`config.mk`:
```
export PLATFORM = sky130hd
export DESIGN_NAME = edge_irq_ctrl
export DESIGN_NICKNAME = d
export VERILOG_FILES = /design/src/rtl/eic_pkg.sv /design/src/rtl/eic_capture.sv /design/src/rtl/eic_pending.sv /design/src/rtl/eic_regs.sv /design/src/rtl/eic_route.sv /design/src/rtl/edge_irq_ctrl.sv
export SDC_FILE = /design/constraint.sdc
export NUM_CORES = 1
export LEC_CHECK = 0
export ABC_AREA = 1
export BUFFER_PORTS_ARGS = -buffer_cell sky130_fd_sc_hd__buf_2
export CORE_MARGIN = 3
export CORE_UTILIZATION = 61
export CTS_BUF_LIST = sky130_fd_sc_hd__clkbuf_8
export DETAILED_ROUTE_END_ITERATION = 10
export HOLD_SLACK_MARGIN = 0.1
export PLACE_DENSITY = 0.82
export SYNTH_ARGS = -nofsm -noshare
export SYNTH_HDL_FRONTEND = slang
export SYNTH_SLANG_ARGS = --single-unit
```
`constraint.sdc`:
```
create_clock -name clk -period 1.9 [get_ports clk]
set_clock_uncertainty 0.1 [all_clocks]
set_input_delay 0.38 -clock clk [delete_from_list [all_inputs] [get_ports clk]]
set_output_delay 0.38 -clock clk [all_outputs]
set_load 0.005 [all_outputs]
```
`src/rtl/eic_pkg.sv`:
```
package eic_pkg;
    localparam int REG_AW = 3;

    typedef enum logic [REG_AW-1:0] {
        RG_ENABLE  = 3'd0,
        RG_POLAR   = 3'd1,
        RG_ROUTE   = 3'd2,
        RG_IRQREQ  = 3'd3,
        RG_FIQREQ  = 3'd4,
        RG_STATCLR = 3'd5,
        RG_SRCSET  = 3'd6,
        RG_SPARE   = 3'd7
    } reg_sel_e;
endpackage

```
`src/rtl/eic_capture.sv`:
```
module eic_capture #(
    parameter int NSRC        = 32,
    parameter int SYNC_STAGES = 2
) (
    input  logic            clk,
    input  logic            rst_n,
    input  logic [NSRC-1:0] raw_in,
    input  logic [NSRC-1:0] pol_mask,
    output logic [NSRC-1:0] src_level,
    output logic [NSRC-1:0] edge_hit
);
    localparam int TOP = SYNC_STAGES - 1;

    logic [NSRC-1:0] synced;
    logic [NSRC-1:0] prev_q;

    // one synchronizer chain per input bit
    for (genvar g = 0; g < NSRC; g++) begin : g_sync
        logic [TOP:0] chain_q;
        always_ff @(posedge clk or negedge rst_n) begin
            if (!rst_n) chain_q <= '0;
            else        chain_q <= {chain_q[TOP-1:0], raw_in[g]};
        end
        assign synced[g] = chain_q[TOP];
    end

    // inversion sits ahead of the edge detector
    assign src_level = synced ^ pol_mask;

    always_ff @(posedge clk or negedge rst_n) begin
        if (!rst_n) prev_q <= '0;
        else        prev_q <= src_level;
    end

    assign edge_hit = src_level & ~prev_q;
endmodule

```
`src/rtl/eic_pending.sv`:
```
module eic_pending #(
    parameter int NSRC = 32
) (
    input  logic            clk,
    input  logic            rst_n,
    input  logic [NSRC-1:0] edge_hit,
    input  logic [NSRC-1:0] set_mask,
    input  logic [NSRC-1:0] clr_mask,
    output logic [NSRC-1:0] pend_q
);
    // clear first, then set: a fresh edge or force beats a clear
    always_ff @(posedge clk or negedge rst_n) begin
        if (!rst_n) pend_q <= '0;
        else        pend_q <= (pend_q & ~clr_mask) | edge_hit | set_mask;
    end
endmodule

```
`src/rtl/eic_regs.sv`:
```
module eic_regs
    import eic_pkg::*;
#(
    parameter int NSRC = 32
) (
    input  logic              clk,
    input  logic              rst_n,
    input  logic [REG_AW-1:0] bus_addr,
    input  logic              bus_wr,
    input  logic [NSRC-1:0]   bus_wdata,
    input  logic [NSRC-1:0]   pend_q,
    input  logic [NSRC-1:0]   src_level,
    input  logic [NSRC-1:0]   irq_vec,
    input  logic [NSRC-1:0]   fiq_vec,
    output logic [NSRC-1:0]   en_q,
    output logic [NSRC-1:0]   pol_q,
    output logic [NSRC-1:0]   dest_q,
    output logic [NSRC-1:0]   set_mask,
    output logic [NSRC-1:0]   clr_mask,
    output logic [NSRC-1:0]   bus_rdata
);
    reg_sel_e sel;
    assign sel = reg_sel_e'(bus_addr);

    always_ff @(posedge clk or negedge rst_n) begin
        if (!rst_n) begin
            en_q   <= '0;
            pol_q  <= '0;
            dest_q <= '0;
        end else if (bus_wr) begin
            unique case (sel)
                RG_ENABLE: en_q   <= bus_wdata;
                RG_POLAR:  pol_q  <= bus_wdata;
                RG_ROUTE:  dest_q <= bus_wdata;
                default:   ;
            endcase
        end
    end

    always_comb begin
        set_mask = '0;
        clr_mask = '0;
        if (bus_wr) begin
            if (sel == RG_SRCSET)  set_mask = bus_wdata;
            if (sel == RG_STATCLR) clr_mask = bus_wdata;
        end
    end

    always_comb begin
        unique case (sel)
            RG_ENABLE:  bus_rdata = en_q;
            RG_POLAR:   bus_rdata = pol_q;
            RG_ROUTE:   bus_rdata = dest_q;
            RG_IRQREQ:  bus_rdata = irq_vec;
            RG_FIQREQ:  bus_rdata = fiq_vec;
            RG_STATCLR: bus_rdata = pend_q;
            RG_SRCSET:  bus_rdata = src_level;
            RG_SPARE:   bus_rdata = '0;
        endcase
    end
endmodule

```
`src/rtl/eic_route.sv`:
```
module eic_route #(
    parameter int NSRC         = 32,
    parameter bit DEST_ONE_FIQ = 1'b1
) (
    input  logic            clk,
    input  logic            rst_n,
    input  logic [NSRC-1:0] pend_q,
    input  logic [NSRC-1:0] en_q,
    input  logic [NSRC-1:0] dest_q,
    output logic [NSRC-1:0] irq_vec,
    output logic [NSRC-1:0] fiq_vec,
    output logic            irq_o,
    output logic            fiq_o
);
    logic [NSRC-1:0] fast_sel;
    logic [NSRC-1:0] live;

    if (DEST_ONE_FIQ) begin : g_one_fast
        assign fast_sel = dest_q;
    end else begin : g_zero_fast
        assign fast_sel = ~dest_q;
    end

    assign live    = pend_q & en_q;
    assign irq_vec = live & ~fast_sel;
    assign fiq_vec = live & fast_sel;

    always_ff @(posedge clk or negedge rst_n) begin
        if (!rst_n) begin
            irq_o <= 1'b0;
            fiq_o <= 1'b0;
        end else begin
            irq_o <= |irq_vec;
            fiq_o <= |fiq_vec;
        end
    end
endmodule

```
`src/rtl/edge_irq_ctrl.sv`:
```
module edge_irq_ctrl
    import eic_pkg::*;
#(
    parameter int NSRC         = 32,
    parameter int SYNC_STAGES  = 2,
    parameter bit DEST_ONE_FIQ = 1'b1
) (
    input  logic              clk,
    input  logic              rst_n,
    input  logic [NSRC-1:0]   src_raw,
    input  logic [REG_AW-1:0] bus_addr,
    input  logic              bus_wr,
    input  logic [NSRC-1:0]   bus_wdata,
    output logic [NSRC-1:0]   bus_rdata,
    output logic              irq_o,
    output logic              fiq_o
);
    logic [NSRC-1:0] src_level;
    logic [NSRC-1:0] edge_hit;
    logic [NSRC-1:0] pend_q;
    logic [NSRC-1:0] en_q;
    logic [NSRC-1:0] pol_q;
    logic [NSRC-1:0] dest_q;
    logic [NSRC-1:0] set_mask;
    logic [NSRC-1:0] clr_mask;
    logic [NSRC-1:0] irq_vec;
    logic [NSRC-1:0] fiq_vec;

    eic_capture #(.NSRC(NSRC), .SYNC_STAGES(SYNC_STAGES)) u_capture (
        .clk      (clk),
        .rst_n    (rst_n),
        .raw_in   (src_raw),
        .pol_mask (pol_q),
        .src_level(src_level),
        .edge_hit (edge_hit)
    );

    eic_pending #(.NSRC(NSRC)) u_pending (
        .clk     (clk),
        .rst_n   (rst_n),
        .edge_hit(edge_hit),
        .set_mask(set_mask),
        .clr_mask(clr_mask),
        .pend_q  (pend_q)
    );

    eic_regs #(.NSRC(NSRC)) u_regs (
        .clk      (clk),
        .rst_n    (rst_n),
        .bus_addr (bus_addr),
        .bus_wr   (bus_wr),
        .bus_wdata(bus_wdata),
        .pend_q   (pend_q),
        .src_level(src_level),
        .irq_vec  (irq_vec),
        .fiq_vec  (fiq_vec),
        .en_q     (en_q),
        .pol_q    (pol_q),
        .dest_q   (dest_q),
        .set_mask (set_mask),
        .clr_mask (clr_mask),
        .bus_rdata(bus_rdata)
    );

    eic_route #(.NSRC(NSRC), .DEST_ONE_FIQ(DEST_ONE_FIQ)) u_route (
        .clk    (clk),
        .rst_n  (rst_n),
        .pend_q (pend_q),
        .en_q   (en_q),
        .dest_q (dest_q),
        .irq_vec(irq_vec),
        .fiq_vec(fiq_vec),
        .irq_o  (irq_o),
        .fiq_o  (fiq_o)
    );
endmodule

```
==> metrics.yaml, run 1 <==
clocking:
  cts_tree: "yes"
  cts-root-buf: "clkbuf_8"
  clk_latency_ns: 0.54
  clk_pin_slew_ns: 0.06
  clockBufferDepth: 3
  cts_made_buffers: 38
  clkSinkCount: 226
  h-tree-depth: 2
routing:
  avgRoutedWirePerCell_um: 17.25
  drc: 0
  wirelength_um: 30950
  viasPerCell: 5.625
  ant_nets: 0
  dr.pass1.iters: 6
  drtIter0Drc: 1172
  num_vias: 10090
outcome:
  outcome: "finished with violations"
  violations: "setup timing"
setup_path:
  path_class: "reg -> out"
  cp.arrival_ns: 1.68
  worstSetupStartpointType: "flop"
  worstPathMaxFanout: 2
  crit_chain: "xor2_1 > and2_1 > nor2_1 > nand3_2 > buf_2"
  slowest_delay_ns: 0.41
  worstPathRequired_ns: 1.42
  end_kind: "primary output"
  crit_slowest_cell: "dfrtp_1"
pwr:
  vdd_drop_max_mv: 0.7999
  power_per_cell_area_nw_per_um2: 980.0
  total_leakage_power_nw: 6.980
timing:
  worst_slack_ns: -0.2571
  fmax_ghz: 0.4636
  setup_viol: 32
  min_period_ns: 2.157
  post-route-period-util_pct: 113.5
  setup_tns_ns: -5.191
  relSlewSlack_pct: 65.26
  maxSlewViolCount: 0
  tightest_slew_ns: 0.5211
  finalHoldViolations: 0
  rsz0062_at_grt: "true"
logic_synthesis:
  synth_cell_types: 17
  synth_ff_type: "dfrtp_1"
  synth.most_common_cell: "nand2_1"
  syn_nets: 1355
  synth-seq-cells: 226
  synth_edf_count: 0
  synth_area_sq_um: 10420
  yosys-top-cells-area: "dfrtp_1 (54%), nand2_1 (13%), o21ai_0 (6.1%)"
  ys_seq_area_share_pct: 54.27
  synth_top_area_share_pct: 54.27
  yosysWarnings: 0
  async_flop_share_pct: 100.0
  yosysTopAreaCell: "dfrtp_1"
  synth_common_cells: "nand2_1 (350), dfrtp_1 (226), inv_1 (134)"
  synthCells: 1285
  avgSynthCellArea_sq_um: 8.109
floorplan:
  std_cell_rows: 47
  die_h_um: 136.7
  io-pin-count: 104
  start_util_pct: 62.61
  die_width_um: 136.7
  core_sq_um: 16640
  die-area_sq_um: 18690
finish:
  final_nets: 1620
  fin_area_sq_um: 13670
  final_cells: 1794
  drive_gt1_share_pct: 20.97
  n_antenna_cell: 0
  area_delta_synth_final_pct: 31.20
global_routing:
  grt_remaining_overflow: 0
  antenna_found_initial: 0
  grt_pass1_vias: 9605
  grt_usage_pct: 31.72
  grt_pass1_wl_um: 46550
  grt_max_degree: 51
place:
  place_congestion: 0.8711
  dp_slack_ns: -0.1299
  dp.cells: 1594
  dp_hpwl_um: 17300
  portBuffers: 103
  place_area_sq_um: 11490
job:
  cap_viol_max_count: 0
worst_hold_path:
  hold_path.class: "in -> reg"
==> metal layers <==
metal | wire length (um) | GRT usage [%] | vias up
met1 | 11650 | 40.92 | 4716
met2 | 14930 | 52.85 | 626
met4 | 1454 | 14.45 | 0
met5 | 0 | 0 | -
met3 | 2912 | 5.331 | 154
li1 | - | - | 4595
==> final timing paths <==
check,startpoint,end,slack (ns),depth (start not counted)
worst max-delay path,u_capture.g_sync[18].chain_q[1],bus_rdata[18],-0.26,5
min in group asynchronous,rst_n,u_capture.prev_q[25],0.25,2
worst max register to register,u_regs.en_q[26],u_route.irq_o,0.57,7
worst min register to register,u_capture.g_sync[20].chain_q[0],u_capture.g_sync[20].chain_q[1],0.24,0
worst min-delay path,bus_wr,u_pending.pend_q[14],0.16,3
max in group asynchronous,rst_n,u_capture.g_sync[1].chain_q[1],0.86,3
==> metrics by stage <==
stage / total power [mW] / util (%) / hold WS (ns)
finish: 13.40 / 82.14 / 0.1630
floorplan: 7.459 / - / -0.01559
global route: 14.07 / 82.14 / 0.1635
detailed placement: 8.378 / 69.02 / 0.2042
global placement: 8.253 / 69.02 / 0.2024
CTS: 13.06 / 80.23 / 0.1440
==> cells in the final DEF, fill, tap and decap left out, types with 49 or more instances in the layout <==
cell type and n:
buf_2 102, buf_4 95, clkbuf_8 49, dfrtp_1 223, dlygate4sd3_1 65, inv_1 138, nand2_1 345, nand3_1 99
nor2_1 126, o21ai_0 110, o21ai_1 49
==> report_power, final <==
group          switching [mW]  internal [mW]  total, mW
sequential              0.644           5.51       6.16
combinational            1.62           1.39       3.01
clock                    1.93           2.30       4.23
total                    4.20           9.20       13.4
==> cells by family (layout without fill, tap and decap cells) <==
family | count (synthesis) | in the layout | share of synthesized area (%)
xor gates and xnor gates | 32 | 32 | 2.690
DFF | 226 | 226 | 54.27
AOI/OAI and AO/OA | 192 | 192 | 9.990
buffers and inverters | 188 | 477 | 6.880
and+or+nand+nor | 647 | 647 | 26.16
==> cell type report <==
cell class              count  area (sq um)
inverters                 135         506.7
clock buffers              49         674.4
repair buffers            278          2172
clock inverters            15         63.81
flip-flops and latches    226          5659
multi-input cells         871          4319
well taps                 220         275.3
fillers                   978          2972
==> critical path, delay by kind of cell, from the launching register on <==
family / cells / cell delay, ns
AND/OR/NAND/NOR: 3 / 0.40
XOR/XNOR: 1 / 0.19
buffers and inverters: 1 / 0.14
flip-flops: 1 / 0.41
==> flip-flops by register name (all words and copies together) (netlist names) <==
name / flops
u_pending.pend_q: 32
u_capture.prev_q: 32
u_capture.g_sync.chain_q: 64
u_regs.en_q: 32
u_route.irq_o: 1
u_regs.dest_q: 32
u_route.fiq_o: 1
u_regs.pol_q: 32
==> repair_timing <==
action | CTS | global route
pin swaps | 15 | 34
endpoints found under the setup margin | 32 | 32
gates resized for setup | 17 | 58
endpoints found under the hold margin | 386 | 0
buffers inserted | 48 | 23
hold buffers | 65 | 0
Note: power is estimated with default switching activity, not from simulation.
==> run 2, diff against run 1 <==
Settings changed: CORE_MARGIN 3 to 2, MAX_ROUTING_LAYER from default to met4, RECOVER_POWER from default to 50.
==> metrics.yaml, run 2 (same netlist as run 1, synthesis figures left out) <==
outcome:
  outcome: "finished with violations"
  violations: "setup timing"
timing:
  maxSlewViolCount: 0  # unchanged
  rsz0062_at_grt: "true"
  post-route-period-util_pct: 112.7  # -0.82 points
  worst_slack_ns: -0.2415  # +0.01557 ns
  setup_viol: 32  # unchanged
  min_period_ns: 2.142  # -0.01557 ns
  fmax_ghz: 0.4670  # +0.73%
  relSlewSlack_pct: 12.75  # -53 points
  finalHoldViolations: 0  # unchanged
  tightest_slew_ns: 1.309  # +0.7876 ns
place:
  dp_hpwl_um: 17400  # +0.56%
  dp_slack_ns: -0.1164  # +0.01355 ns
  place_area_sq_um: 11560  # +0.61%
  place_congestion: 0.9115  # +4.6%
  portBuffers: 103  # unchanged
  dp.cells: 1595  # +0.063%
setup_path:
  slowest_delay_ns: 0.40  # about the same
  reg2regPathDepth: 8  # +1
  critical_path_depth: 5  # unchanged
  cp.arrival_ns: 1.66  # -0.02 ns
  endpoint: "bus_rdata[13]"
  crit_chain: "xor2_1 > and2_4 > nor2_4 > nand3_2 > buf_2"
  rr_endpoint: "u_route.irq_o"
  worstPathRequired_ns: 1.42  # about the same
  worstPathMaxFanout: 3  # +1
  cp-startpoint: "u_regs.pol_q[13]"
  reg2reg_from: "u_regs.dest_q[17]"
  crit_slowest_cell: "dfrtp_1"
  worstSetupStartpointType: "flop"
  end_kind: "primary output"
  cp_top_family: "flip-flops"
  path_class: "reg -> out"
  regToRegSetupSlack_ns: 0.52  # -0.05 ns
  cp.buffers_inverters: 1  # unchanged
floorplan:
  start_util_pct: 62.61  # unchanged
  die_h_um: 134.7  # -1.5%
  die-area_sq_um: 18140  # -2.9%
  die_width_um: 134.7  # -1.5%
  io-pin-count: 104  # unchanged
  core_sq_um: 16640  # unchanged
  std_cell_rows: 47  # unchanged
global_routing:
  grt_use_met2_pct: 53.95  # +1.1 points
  grt_pass1_vias: 9706  # +1.1%
  grt-busiest-layer: "met2"
  grt_max_degree: 49  # -3.9%
  use_met1_pct: 41.58  # +0.67 points
  grt_util_met3_pct: 6.306  # +0.98 points
  grt_remaining_overflow: 0  # unchanged
  antenna_found_initial: 0  # unchanged
  grt_usage_pct: 33.68  # +2.0 points
  grt_pass1_wl_um: 46840  # +0.62%
routing:
  ant_nets: 0  # unchanged
  drc: 0  # unchanged
  drtIter0Drc: 1133  # -3.3%
  dr.pass1.iters: 6  # unchanged
  wirelength_um: 30410  # -1.8%
  viasPerCell: 5.628  # about the same
  avgRoutedWirePerCell_um: 17.00  # -1.5%
  num_vias: 10070  # -0.22%
clocking:
  clkSinkCount: 226  # unchanged
  cts-root-buf: "clkbuf_8"
  h-tree-depth: 2  # unchanged
  clk_pin_slew_ns: 0.06  # about the same
  clk_latency_ns: 0.54  # about the same
  cts_tree: "yes"
  clockBufferDepth: 3  # unchanged
  cts_made_buffers: 39  # +2.6%
pwr:
  power_per_cell_area_nw_per_um2: 984.5  # +0.45%
  vdd_drop_max_mv: 0.8106  # +1.3%
  total_leakage_power_nw: 6.948  # -0.47%
finish:
  layout_commonest_cell: "nand2_1"
  largest_register_ffs: 64  # unchanged
  final_cell_mix: "nand2_1 (346), dfrtp_1 (220), inv_1 (143)"
  fillCellCount: 991  # +1.3%
  drive_gt1_share_pct: 19.18  # -1.8 points
  n_antenna_cell: 0  # unchanged
  area_delta_synth_final_pct: 30.12
  final_nets: 1615  # -0.31%
  multi_input_area_sq_um: 4213  # -2.5%
  fin_area_sq_um: 13560  # -0.82%
  seqCellArea_sq_um: 5663  # about the same
  regMostFlops: "u_capture.g_sync.chain_q"
  final_cells: 1789  # -0.28%
worst_hold_path:
  hold_path.class: "in -> reg"
job:
  cap_viol_max_count: 0  # unchanged
==> run 2: cell count changes in the layout (fill, tap and decap cells not counted), moves of 3 or more <==
| cell | change |
|---|---|
| o21ai_0 | +9 |
| xor2_1 | +11 |
| inv_2 | -4 |
| o21ai_1 | -8 |
| nor2_1 | +3 |
| dfrtp_2 | +3 |
| inv_1 | +5 |
| buf_4 | -16 |
| nor2_2 | -4 |
| dfrtp_1 | -3 |
| xor2_2 | -11 |
| clkbuf_4 | +5 |
==> run 2: routing by layer <==
metal | vias up | part of all wire, %
li1 | 4607 | -
met1 | 4720 | 38
met2 | 620 | 48
met3 | 122 | 9.4
met4 | 0 | 4.1
met5 | - | 0
==> run 2: area by class of cell <==
type / count / share of cell area [%]
sequential: 226 / 41.77
timing repair buffer: 272 / 15.81
inverter: 135 / 3.738
clock buffer: 51 / 5.177
tap: 220 / 2.030
multi-input combinational: 871 / 31.07
clock inverter: 14 / 0.4061
==> run 2: worst min-delay path by stage <==
stage,slack [ns],cells past startpoint,start,to
global route,0.24,3,bus_wr,u_pending.pend_q[3]
CTS,0.19,3,bus_wr,u_pending.pend_q[14]
finish,0.23,3,bus_wr,u_pending.pend_q[10]
detailed placement,0.22,1,rst_n,u_capture.prev_q[29]
global placement,0.23,1,rst_n,u_capture.g_sync[29].chain_q[1]
floorplan,-0.02,0,rst_n,u_capture.g_sync[0].chain_q[0]
==> run 2: report_power, final <==
group	switching, mW	total [mW]	internal [mW]
sequential	0.615	6.13	5.52
clock	1.93	4.30	2.37
combinational	1.59	2.91	1.32
total	4.13	13.3	9.21
==> run 2: what timing repair did <==
action,CTS,global route
resized for setup,20,41
setup endpoints to repair,32,32
hold buffers,65,0
setup buffers,43,21
endpoints found under the hold margin,378,0
pin swaps,11,21
==> run 2: stage by stage <==
stage / power [mW] / setup TNS [ns] / hold slack [ns] / util, %
floorplan: 7.459 / 0 / -0.01559 / -
global placement: 8.267 / -1.276 / 0.2268 / 69.44
detailed placement: 8.389 / -2.393 / 0.2237 / 69.44
CTS: 13.10 / -4.663 / 0.1937 / 80.57
global route: 14.01 / -8.233 / 0.2447 / 81.47
finish: 13.35 / -5.188 / 0.2305 / 81.47
==> run 2: tightest hold or removal path, stage by stage <==
cell	delay [ns]
buf_2	0.23
nand2_1	0.13
o211ai_1	0.08
